--- src/rtl/fault_sup_pkg.sv ---
package fault_sup_pkg;

  // strobes from control to datapath
  typedef struct packed {
    logic clrStart;   // load fault-clear timer with zero
    logic clrStep;    // advance fault-clear timer
  } ctrl_strobe_t;

  typedef enum logic [1:0] {
    CAUSE_NONE = 2'b00,
    CAUSE_OC   = 2'b01,
    CAUSE_UV   = 2'b10,
    CAUSE_BOTH = 2'b11
  } cause_t;

  typedef enum logic {
    TRIP_IDLE   = 1'b0,
    TRIP_ACTIVE = 1'b1
  } trip_state_t;

endpackage

--- src/rtl/fault_sup_datapath.sv ---
module fault_sup_datapath
  import fault_sup_pkg::*;
#(
  parameter int FILT_CYCLES  = 10,
  parameter int CLEAR_CYCLES = 235000
) (
  input  logic         clk,
  input  logic         rstN,
  input  logic         ocRaw,
  input  ctrl_strobe_t strobe,
  output logic         ocValid,
  output logic         clrDone
);

  localparam int FILT_W = $clog2(FILT_CYCLES + 1);
  localparam int CLR_W  = $clog2(CLEAR_CYCLES);
  localparam logic [FILT_W-1:0] FILT_MAX = FILT_W'(FILT_CYCLES);
  localparam logic [CLR_W-1:0]  CLR_LAST = CLR_W'(CLEAR_CYCLES - 1);

  logic [FILT_W-1:0] runCnt;
  logic [CLR_W-1:0]  clearCnt;

  // consecutive-high run counter, saturating at the filter length
  always_ff @(posedge clk or negedge rstN) begin
    if (!rstN) begin
      runCnt <= '0;
    end else if (!ocRaw) begin
      runCnt <= '0;
    end else if (runCnt != FILT_MAX) begin
      runCnt <= runCnt + 1'b1;
    end
  end

  assign ocValid = (runCnt == FILT_MAX);

  // fault-clear interval timer
  always_ff @(posedge clk or negedge rstN) begin
    if (!rstN) begin
      clearCnt <= '0;
    end else if (strobe.clrStart) begin
      clearCnt <= '0;
    end else if (strobe.clrStep) begin
      clearCnt <= clearCnt + 1'b1;
    end
  end

  assign clrDone = (clearCnt == CLR_LAST);

  AST_FILT_SHORT: assert property (@(posedge clk) disable iff (!rstN)
    !ocRaw |=> !ocValid);

  AST_NO_OVERFLOW: assert property (@(posedge clk) disable iff (!rstN)
    strobe.clrStep |-> !clrDone);

endmodule

--- src/rtl/fault_sup_ctrl.sv ---
module fault_sup_ctrl
  import fault_sup_pkg::*;
(
  input  logic         clk,
  input  logic         rstN,
  input  logic         ocValid,
  input  logic         clrDone,
  output ctrl_strobe_t strobe,
  output logic         ocTrip
);

  trip_state_t state, stateNext;

  always_comb begin
    stateNext       = state;
    strobe.clrStart = 1'b0;
    strobe.clrStep  = 1'b0;
    unique case (state)
      TRIP_IDLE: begin
        if (ocValid) begin
          stateNext       = TRIP_ACTIVE;
          strobe.clrStart = 1'b1;
        end
      end
      TRIP_ACTIVE: begin
        if (!clrDone) begin
          strobe.clrStep = 1'b1;
        end else if (ocValid) begin
          strobe.clrStart = 1'b1;   // restart a full interval
        end else begin
          stateNext = TRIP_IDLE;
        end
      end
      default: stateNext = TRIP_IDLE;
    endcase
  end

  always_ff @(posedge clk or negedge rstN) begin
    if (!rstN) state <= TRIP_IDLE;
    else       state <= stateNext;
  end

  assign ocTrip = (state == TRIP_ACTIVE);

  AST_TRIP_HOLD: assert property (@(posedge clk) disable iff (!rstN)
    (ocTrip && !clrDone) |=> ocTrip);

  AST_TRIP_RESTART: assert property (@(posedge clk) disable iff (!rstN)
    (ocTrip && clrDone && ocValid) |=> (ocTrip && !clrDone));

  AST_TRIP_RELEASE: assert property (@(posedge clk) disable iff (!rstN)
    (ocTrip && clrDone && !ocValid) |=> !ocTrip);

endmodule

--- src/rtl/fault_sup_uvlock.sv ---
module fault_sup_uvlock (
  input  logic clk,
  input  logic rstN,
  input  logic aboveHi,
  input  logic belowLo,
  output logic locked
);

  // below-lower wins over above-upper
  always_ff @(posedge clk or negedge rstN) begin
    if (!rstN)        locked <= 1'b1;
    else if (belowLo) locked <= 1'b1;
    else if (aboveHi) locked <= 1'b0;
  end

  AST_UV_LOCK: assert property (@(posedge clk) disable iff (!rstN)
    belowLo |=> locked);

  AST_UV_HOLD: assert property (@(posedge clk) disable iff (!rstN)
    (locked && !aboveHi) |=> locked);

  AST_UV_STAY_RUN: assert property (@(posedge clk) disable iff (!rstN)
    (!locked && !belowLo) |=> !locked);

endmodule

--- src/rtl/fault_supervisor.sv ---
module fault_supervisor
  import fault_sup_pkg::*;
#(
  parameter int FILT_CYCLES  = 10,
  parameter int CLEAR_CYCLES = 235000,
  parameter int NUM_SUPPLIES = 2
) (
  input  logic                    clk,
  input  logic                    rstN,
  input  logic                    ocRaw,
  input  logic [NUM_SUPPLIES-1:0] supplyAboveHi,
  input  logic [NUM_SUPPLIES-1:0] supplyBelowLo,
  output logic                    gateDisable,
  output logic [1:0]              faultCause
);

  ctrl_strobe_t            strobe;
  logic                    ocValid;
  logic                    clrDone;
  logic                    ocTrip;
  logic [NUM_SUPPLIES-1:0] uvLocked;
  logic                    uvAny;
  cause_t                  cause;

  fault_sup_datapath #(
    .FILT_CYCLES (FILT_CYCLES),
    .CLEAR_CYCLES(CLEAR_CYCLES)
  ) uDatapath (
    .clk    (clk),
    .rstN   (rstN),
    .ocRaw  (ocRaw),
    .strobe (strobe),
    .ocValid(ocValid),
    .clrDone(clrDone)
  );

  fault_sup_ctrl uCtrl (
    .clk    (clk),
    .rstN   (rstN),
    .ocValid(ocValid),
    .clrDone(clrDone),
    .strobe (strobe),
    .ocTrip (ocTrip)
  );

  for (genvar s = 0; s < NUM_SUPPLIES; s++) begin : gSupply
    fault_sup_uvlock uLock (
      .clk    (clk),
      .rstN   (rstN),
      .aboveHi(supplyAboveHi[s]),
      .belowLo(supplyBelowLo[s]),
      .locked (uvLocked[s])
    );
  end

  assign uvAny       = |uvLocked;
  assign cause       = cause_t'({uvAny, ocTrip});
  assign faultCause  = cause;
  assign gateDisable = (cause != CAUSE_NONE);

  AST_OC_DISABLE: assert property (@(posedge clk) disable iff (!rstN)
    ocValid |=> gateDisable);

  AST_UV_DISABLE: assert property (@(posedge clk) disable iff (!rstN)
    (|supplyBelowLo) |=> (gateDisable && faultCause[1]));

endmodule

--- config.mk ---
export PLATFORM = sky130hd
export DESIGN_NAME = fault_supervisor
export DESIGN_NICKNAME = d
export VERILOG_FILES = /design/src/rtl/fault_sup_pkg.sv /design/src/rtl/fault_sup_datapath.sv /design/src/rtl/fault_sup_ctrl.sv /design/src/rtl/fault_sup_uvlock.sv /design/src/rtl/fault_supervisor.sv
export SDC_FILE = /design/constraint.sdc
export NUM_CORES = 1
export LEC_CHECK = 0
export CORE_MARGIN = 2
export CORE_UTILIZATION = 30
export CTS_BUF_LIST = sky130_fd_sc_hd__clkbuf_2 sky130_fd_sc_hd__clkbuf_4 sky130_fd_sc_hd__clkbuf_8
export CTS_CLUSTER_DIAMETER = 30
export DETAILED_ROUTE_END_ITERATION = 8
export GPL_TIMING_DRIVEN = 0
export PLACE_DENSITY = 0.45
export SETUP_SLACK_MARGIN = 0.5
export SLEW_MARGIN = 20
export SYNTH_ARGS = -nofsm -noshare
export SYNTH_HDL_FRONTEND = slang
export SYNTH_SLANG_ARGS = --single-unit
export TNS_END_PERCENT = 1
--- constraint.sdc ---
create_clock -name clk -period 1.72 [get_ports clk]
set_input_delay 0.344 -clock clk [delete_from_list [all_inputs] [get_ports clk]]
set_output_delay 0.344 -clock clk [all_outputs]
set_load 0.05 [all_outputs]
# Word level (Yosys, flattened, before mapping)
# Index checks and enable logic that the tools add are counted.
[word_totals] input_bits=7 ff_bits=25 wordCells=32
[classes] bitwise_logic=1 n_addsub=2 reduce_logical=5 mux=15 eq_ne=4
[op_table] op="18-bit 2-to-1 mux" n=2
[op_table] op="18-bit by 1-bit adder with 18-bit output (second input constant)" n=1
[op_table] op="18-bit == test (second input constant)" n=1
[op_table] op="1-bit 2-to-1 mux" n=9
[op_table] op="4-bit 2-to-1 mux" n=2
[op_table] op="2-bit nonzero test" n=4
[op_table] op="4-bit by 1-bit adder with 4-bit output (second input constant)" n=1
[op_table] op="4-bit == test (second input constant)" n=1
[op_table] op="4-bit != test (second input constant)" n=1
[op_table] op="1-bit case mux with 2 select lines" n=2
[op_table] op="2-bit by 1-bit != test with 1-bit output (second input constant)" n=1
[op_table] op="2-bit OR reduction" n=1
[op_table] op="1-bit inverter" n=1

# Depth between registers and ports, before layout
# Gate-level depths: netlist (run 1).
[depth] depth_word=5 ltp_mapped=7 mapped_depth_nobuf=7

# Cells and area by module
# A second synthesis (run 1) with hierarchy kept.
[hier_totals] cells_unflattened=134 area_unflattened_um2=1353.8
[by_module_without_submodules] mod="fault_sup_datapath" instances=1 area_each_um2=1193.6 cells_each=119
[by_module_without_submodules] mod="fault_sup_uvlock" instances=2 area_each_um2=37.5 cells_each=3
[by_module_without_submodules] mod="fault_sup_ctrl" instances=1 area_each_um2=57.6 cells_each=5
[by_module_without_submodules] mod="fault_supervisor" instances=1 area_each_um2=27.5 cells_each=4

# Worst setup path before layout (run 1)
# OpenSTA, ideal clock, no wires.
[synth_path] kind="register -> register" from="register uDatapath.clearCnt[9]" to="register uDatapath.clearCnt[16]" setup_slack_ps=-23 arrival_time_ps=1660 required_ps=1637 setup_ps=83 period_less_slack_ps=1743 path_stages_with_launch=6 cell_sequence="dfrtp_1 > buf_4 > and4_4 > or4b_4 > or4_1 > o21ai_0"
[synth_between] elab_chain_cells=4 elab_cells_between_ends=9 cone_classes="1 x add/sub; 1 x eq/ne; 6 x mux; 1 x reduce/logical"
[synth_lines] element="start: declaration" line_no="fault_sup_datapath.sv:21" rtl="logic [CLR_W-1:0] clearCnt;"
[synth_lines] element="start signal: assignment" line_no="fault_sup_datapath.sv:43" rtl="clearCnt <= clearCnt + 1'b1;"
[synth_lines] element="branches (longest 4 deep; another with 18-bit by 1-bit adder with 18-bit output)"
# Several ways; the timed one is not identified. The select of a mux whose other input is x is not followed.
# A chain may end at the register's enable or synchronous reset.

# Final worst setup path (run 1)
# Ends and elaborated chain as after synthesis.

==> impl.org, run 1 <==
** GRT
- Entering global routing, the biggest net connects 26 pins.
- The first global-routing pass estimated 6510 um of wire.
- GRT Resource Usage Total :: 0.155
- For this run the aggregate overflow at the end of global routing stands at 0.
- Number of global-route vias before repair :: 1306
- Number of antenna violations at the first check in global routing :: 0

** Placement
- Post-detail-place hpwl :: 2570 um
- Input and output buffers added on the ports amount to 9.
- GPL Wtd Cong :: 0.861

** Worst hold path
- The path class of the tightest hold or removal check is in -> async.

** Floorplanning
- The initial utilization of the core area, before any placement, comes to 0.311.
- The region available for standard cell placement spans 0.00469 mm2.
- Row generation in the floorplan step produced 25 rows.
- The floorplan step defined a die boundary enclosing 0.00543 mm2.
- The die is 73.7 um wide.
- From bottom edge to top edge, the die measures 73.7 um.
- Ports :: 10

** Status
- The final reports fail on negative setup slack.
- Result of the run :: complete, but fails checks

** STA
- The number of failing hold endpoints at the final stage came to 0.
- Setup repair after global routing missed its margin :: yes
- Max-slew violations :: 0
- Final-report setup violation count :: 7
- In this run the tightest slew margin relative to its limit is 0.617.
- Setup slack of the critical path after layout :: -0.0570 ns
- In the finished design, the share of the clock period the worst path needs comes to 1.03.
- Hold timing on the final database bottoms out at a slack of 0.0483 ns.
- At the pin with the least slew margin, the transition time is 0.575 ns.
- Clock skew on the completed layout was measured at 0.00393 ns.
- Summed over all failing endpoints, the final setup total negative slack is -0.206 ns.
- Final period demand of the worst path :: 1.78 ns
- For this run, the top clock speed supported by timing is 0.563 GHz.

** Clocking
- H-tree lvl count :: 1
- Clock tree from TritonCTS :: yes
- Root cell of the clock tree :: sky130_fd_sc_hd__clkbuf_8
- # hold bufs at CTS :: 0
- The clock drives 25 sinks.
- Clock transition time at the flip-flop clock pins of the worst setup and hold paths :: 0.10 ns
- Clock tree synthesis inserted a total of 3 buffers.
- The longest clock path from root to sink contains 2 buffers.
- Skew-Pair Late Insertion Delay :: 0.28 ns

** Critical path
- Broken down by cell family, the worst path's largest delay share belongs to simple AND/OR/NAND/NOR gates.
- Critical path peak fanout :: 5
- Maximum single-stage delay on the critical path :: 0.47 ns
- The number of buffers and inverters on the critical path is 2.
- Classification of the worst setup path :: reg -> reg
- STA classifies the critical path startpoint as a register.
- At the worst endpoint, the required time is 1.89 ns.
- Critical-path cell with the highest stage delay :: sky130_fd_sc_hd__or4b_4
- Data arrives at the worst endpoint at 1.94 ns.
- Sort of element at the end of the critical path :: register
- Crit path cell chain :: buf_6 > and4_4 > or4b_4 > buf_4 > o31ai_1 > o21ai_1

** Drt
- The routed design has 3750 um of wire.
- Via count :: 1339
- In the routed layout, each cell is associated on average with a via count of 5.72.
- Count of unresolved DRC violations after routing :: 0
- Mean routed wirelength per cell :: 16.0 um
- Antenna Nets Post-Route :: 0
- TritonRoute pass-1 iters :: 5
- Initial drt markers :: 101

** Synth
- Number of flops mapped to enable cells by yosys :: 0
- Yosys warnings :: 0
- The most used flip-flop cell after synthesis is sky130_fd_sc_hd__dfrtp_1.
- Counting distinct cell types in the post-synthesis netlist gives 43.
- Of the synthesized area, sequential elements account for 0.431.
- Syn_area_per_cell :: 9.40 um2
- Counting every instance in the synthesized netlist gives 155.
- The synthesized design spends more area on one cell type than any other, namely sky130_fd_sc_hd__dfrtp_1.
- In this run the cell area of the synthesized design comes to 0.00146 mm2.
- Most common cell in the synthesized netlist :: sky130_fd_sc_hd__dfrtp_1
- Post-synthesis sequential element count :: 25
- Counting every net in the synthesized netlist gives 165.
- In the post-synthesis netlist, the biggest area contributors are sky130_fd_sc_hd__dfrtp_1 (39%), sky130_fd_sc_hd__nand3_1 (3.8%), sky130_fd_sc_hd__dfstp_2 (3.6%), sky130_fd_sc_hd__o21ai_0 (3.4%), sky130_fd_sc_hd__nand2_1 (3.1%).
- Async set-reset flop share out of synthesis :: 1.00
- Yosys top cell area share :: 0.395
- Most numerous cell types in the synthesized netlist :: sky130_fd_sc_hd__dfrtp_1 (23), sky130_fd_sc_hd__nand2_1 (12), sky130_fd_sc_hd__nand3_1 (11)

** Final layout
- Fraction of final layout cells with drive strength greater than 1 :: 0.333
- The final layout contains 191 nets.
- Counting the fill cells in the layout gives 449.
- Final Util :: 0.407
- The number of antenna diodes in the final layout is 0.
- Area added between synthesis and finish :: 31.2%
- Area taken by flip-flops and latches :: 639 um2
- Footprint of the multi-input gates :: 871 um2

** Pwr
- Dividing total power by cell area gives a power density of 629 mW/mm2.
- Leakage power total :: 0.805 nW
- IR analysis of the VDD net gives a maximum drop of 493 uV.

** Job
- Maximum Capacitance Violations :: 0
==> stage by stage <==
stage	area, um2	setup slack [ns]	total power, W	std cells
3_3_place_gp	1620	-0.452	0.000785	218
3_5_place_dp	1610	-0.439	0.000788	218
2_1_floorplan	1460	-0.00596	0.000732	155
5_1_grt	1910	-0.138	0.00127	234
4_1_cts	1850	-0.0810	0.00121	230
6_report	1910	-0.0570	0.00120	234
==> kinds of logic (layout without fill, tap and decap cells) <==
| family | count (synthesis) | after routing | share of synthesized area |
|---|---|---|---|
| adder cells (fa/ha/maj) | 3 | 3 | 0.0258 |
| buffers and inverters | 16 | 41 | 0.0489 |
| AND/OR/NAND/NOR | 65 | 65 | 0.264 |
| multiplexers | 1 | 1 | 0.00687 |
| XOR/XNOR | 2 | 2 | 0.0120 |
| flip-flops | 25 | 25 | 0.431 |
| AO/OA/AOI/OAI | 43 | 43 | 0.211 |
==> power breakdown <==
part / switching (W) / total (W) / internal, W
Sequential: 0.0000363 / 0.000657 / 0.000621
Clock: 0.000208 / 0.000372 / 0.000165
Combinational: 0.0000831 / 0.000173 / 0.0000900
==> layout by cell type (no fill, tap or decap), drive strengths merged, types with 2 or more instances in the layout <==
cell type	Yosys	final
o2111a	2	2
dfrtp	23	23
and2	2	2
or2	2	2
o31ai	4	4
a221o	4	4
clkbuf	4	6
o21a	2	2
and3	6	6
a21o	4	4
dfstp	2	2
a21oi	2	2
or3	4	4
o211ai	6	6
o211a	2	2
nand3b	2	2
nand2	12	12
ha	3	3
or4	5	5
nand3	11	11
clkdlybuf4s50	0	5
and4	3	3
inv	8	8
o21ai	13	13
nor3	2	2
buf	4	21
nand4	4	4
nor2	7	7
==> worst paths after layout <==
| path | startpoint | to | cells after the start | slack (ns) |
|---|---|---|---|---|
| min in group clk | gSupply[0].uLock.locked | gSupply[0].uLock.locked | 1 | 0.55 |
| worst min-delay path | rstN | uDatapath.clearCnt[5] | 1 | 0.05 |
| worst max register to register | uDatapath.clearCnt[9] | uDatapath.clearCnt[16] | 6 | -0.06 |
| worst min register to register | gSupply[0].uLock.locked | gSupply[0].uLock.locked | 1 | 0.55 |
| max in group asynchronous | rstN | uDatapath.clearCnt[1] | 1 | 1.26 |
| worst max-delay path | uDatapath.clearCnt[9] | uDatapath.clearCnt[16] | 6 | -0.06 |
==> registers in the layout, summed over array words and instances, names as in the netlist <==
name                  cells
uDatapath.runCnt          4
uDatapath.clearCnt       18
uCtrl.ocTrip              1
gSupply.uLock.locked      2
==> area by class of cell <==
cell class,count,area share
Multi-Input combinational cell,114,0.455
Sequential cell,25,0.334
Timing Repair Buffer,21,0.0975
Tap cell,54,0.0353
Buffer,8,0.0347
Clock buffer,3,0.0216
Inverter,8,0.0170
Clock inverter,1,0.00393
==> per-layer routing <==
layer  global-route usage  up-vias  wire length (um)
li1                     -      647                 -
met1                0.201      659              1750
met2                0.260       25              1820
met3               0.0370        8               124
met4               0.0404        0                59
met5                    0        -                 0
==> what timing repair did <==
action	4_1_cts	5_1_grt
gates resized for setup	48	17
setup endpoints to repair	25	25
pin swaps	2	8
buffers inserted	8	4
(Power assumes the default switching activity.)
==> inputs of run 2 (changes only) <==
--- a/config.mk
+++ b/config.mk
@@ -8,7 +8,6 @@
 export CORE_MARGIN = 2
 export CORE_UTILIZATION = 30
 export CTS_BUF_LIST = sky130_fd_sc_hd__clkbuf_2 sky130_fd_sc_hd__clkbuf_4 sky130_fd_sc_hd__clkbuf_8
-export CTS_CLUSTER_DIAMETER = 30
 export DETAILED_ROUTE_END_ITERATION = 8
 export GPL_TIMING_DRIVEN = 0
 export PLACE_DENSITY = 0.45
==> results of run 2 <==
The final DEF is identical to that of run 1; final timing and power are the same.
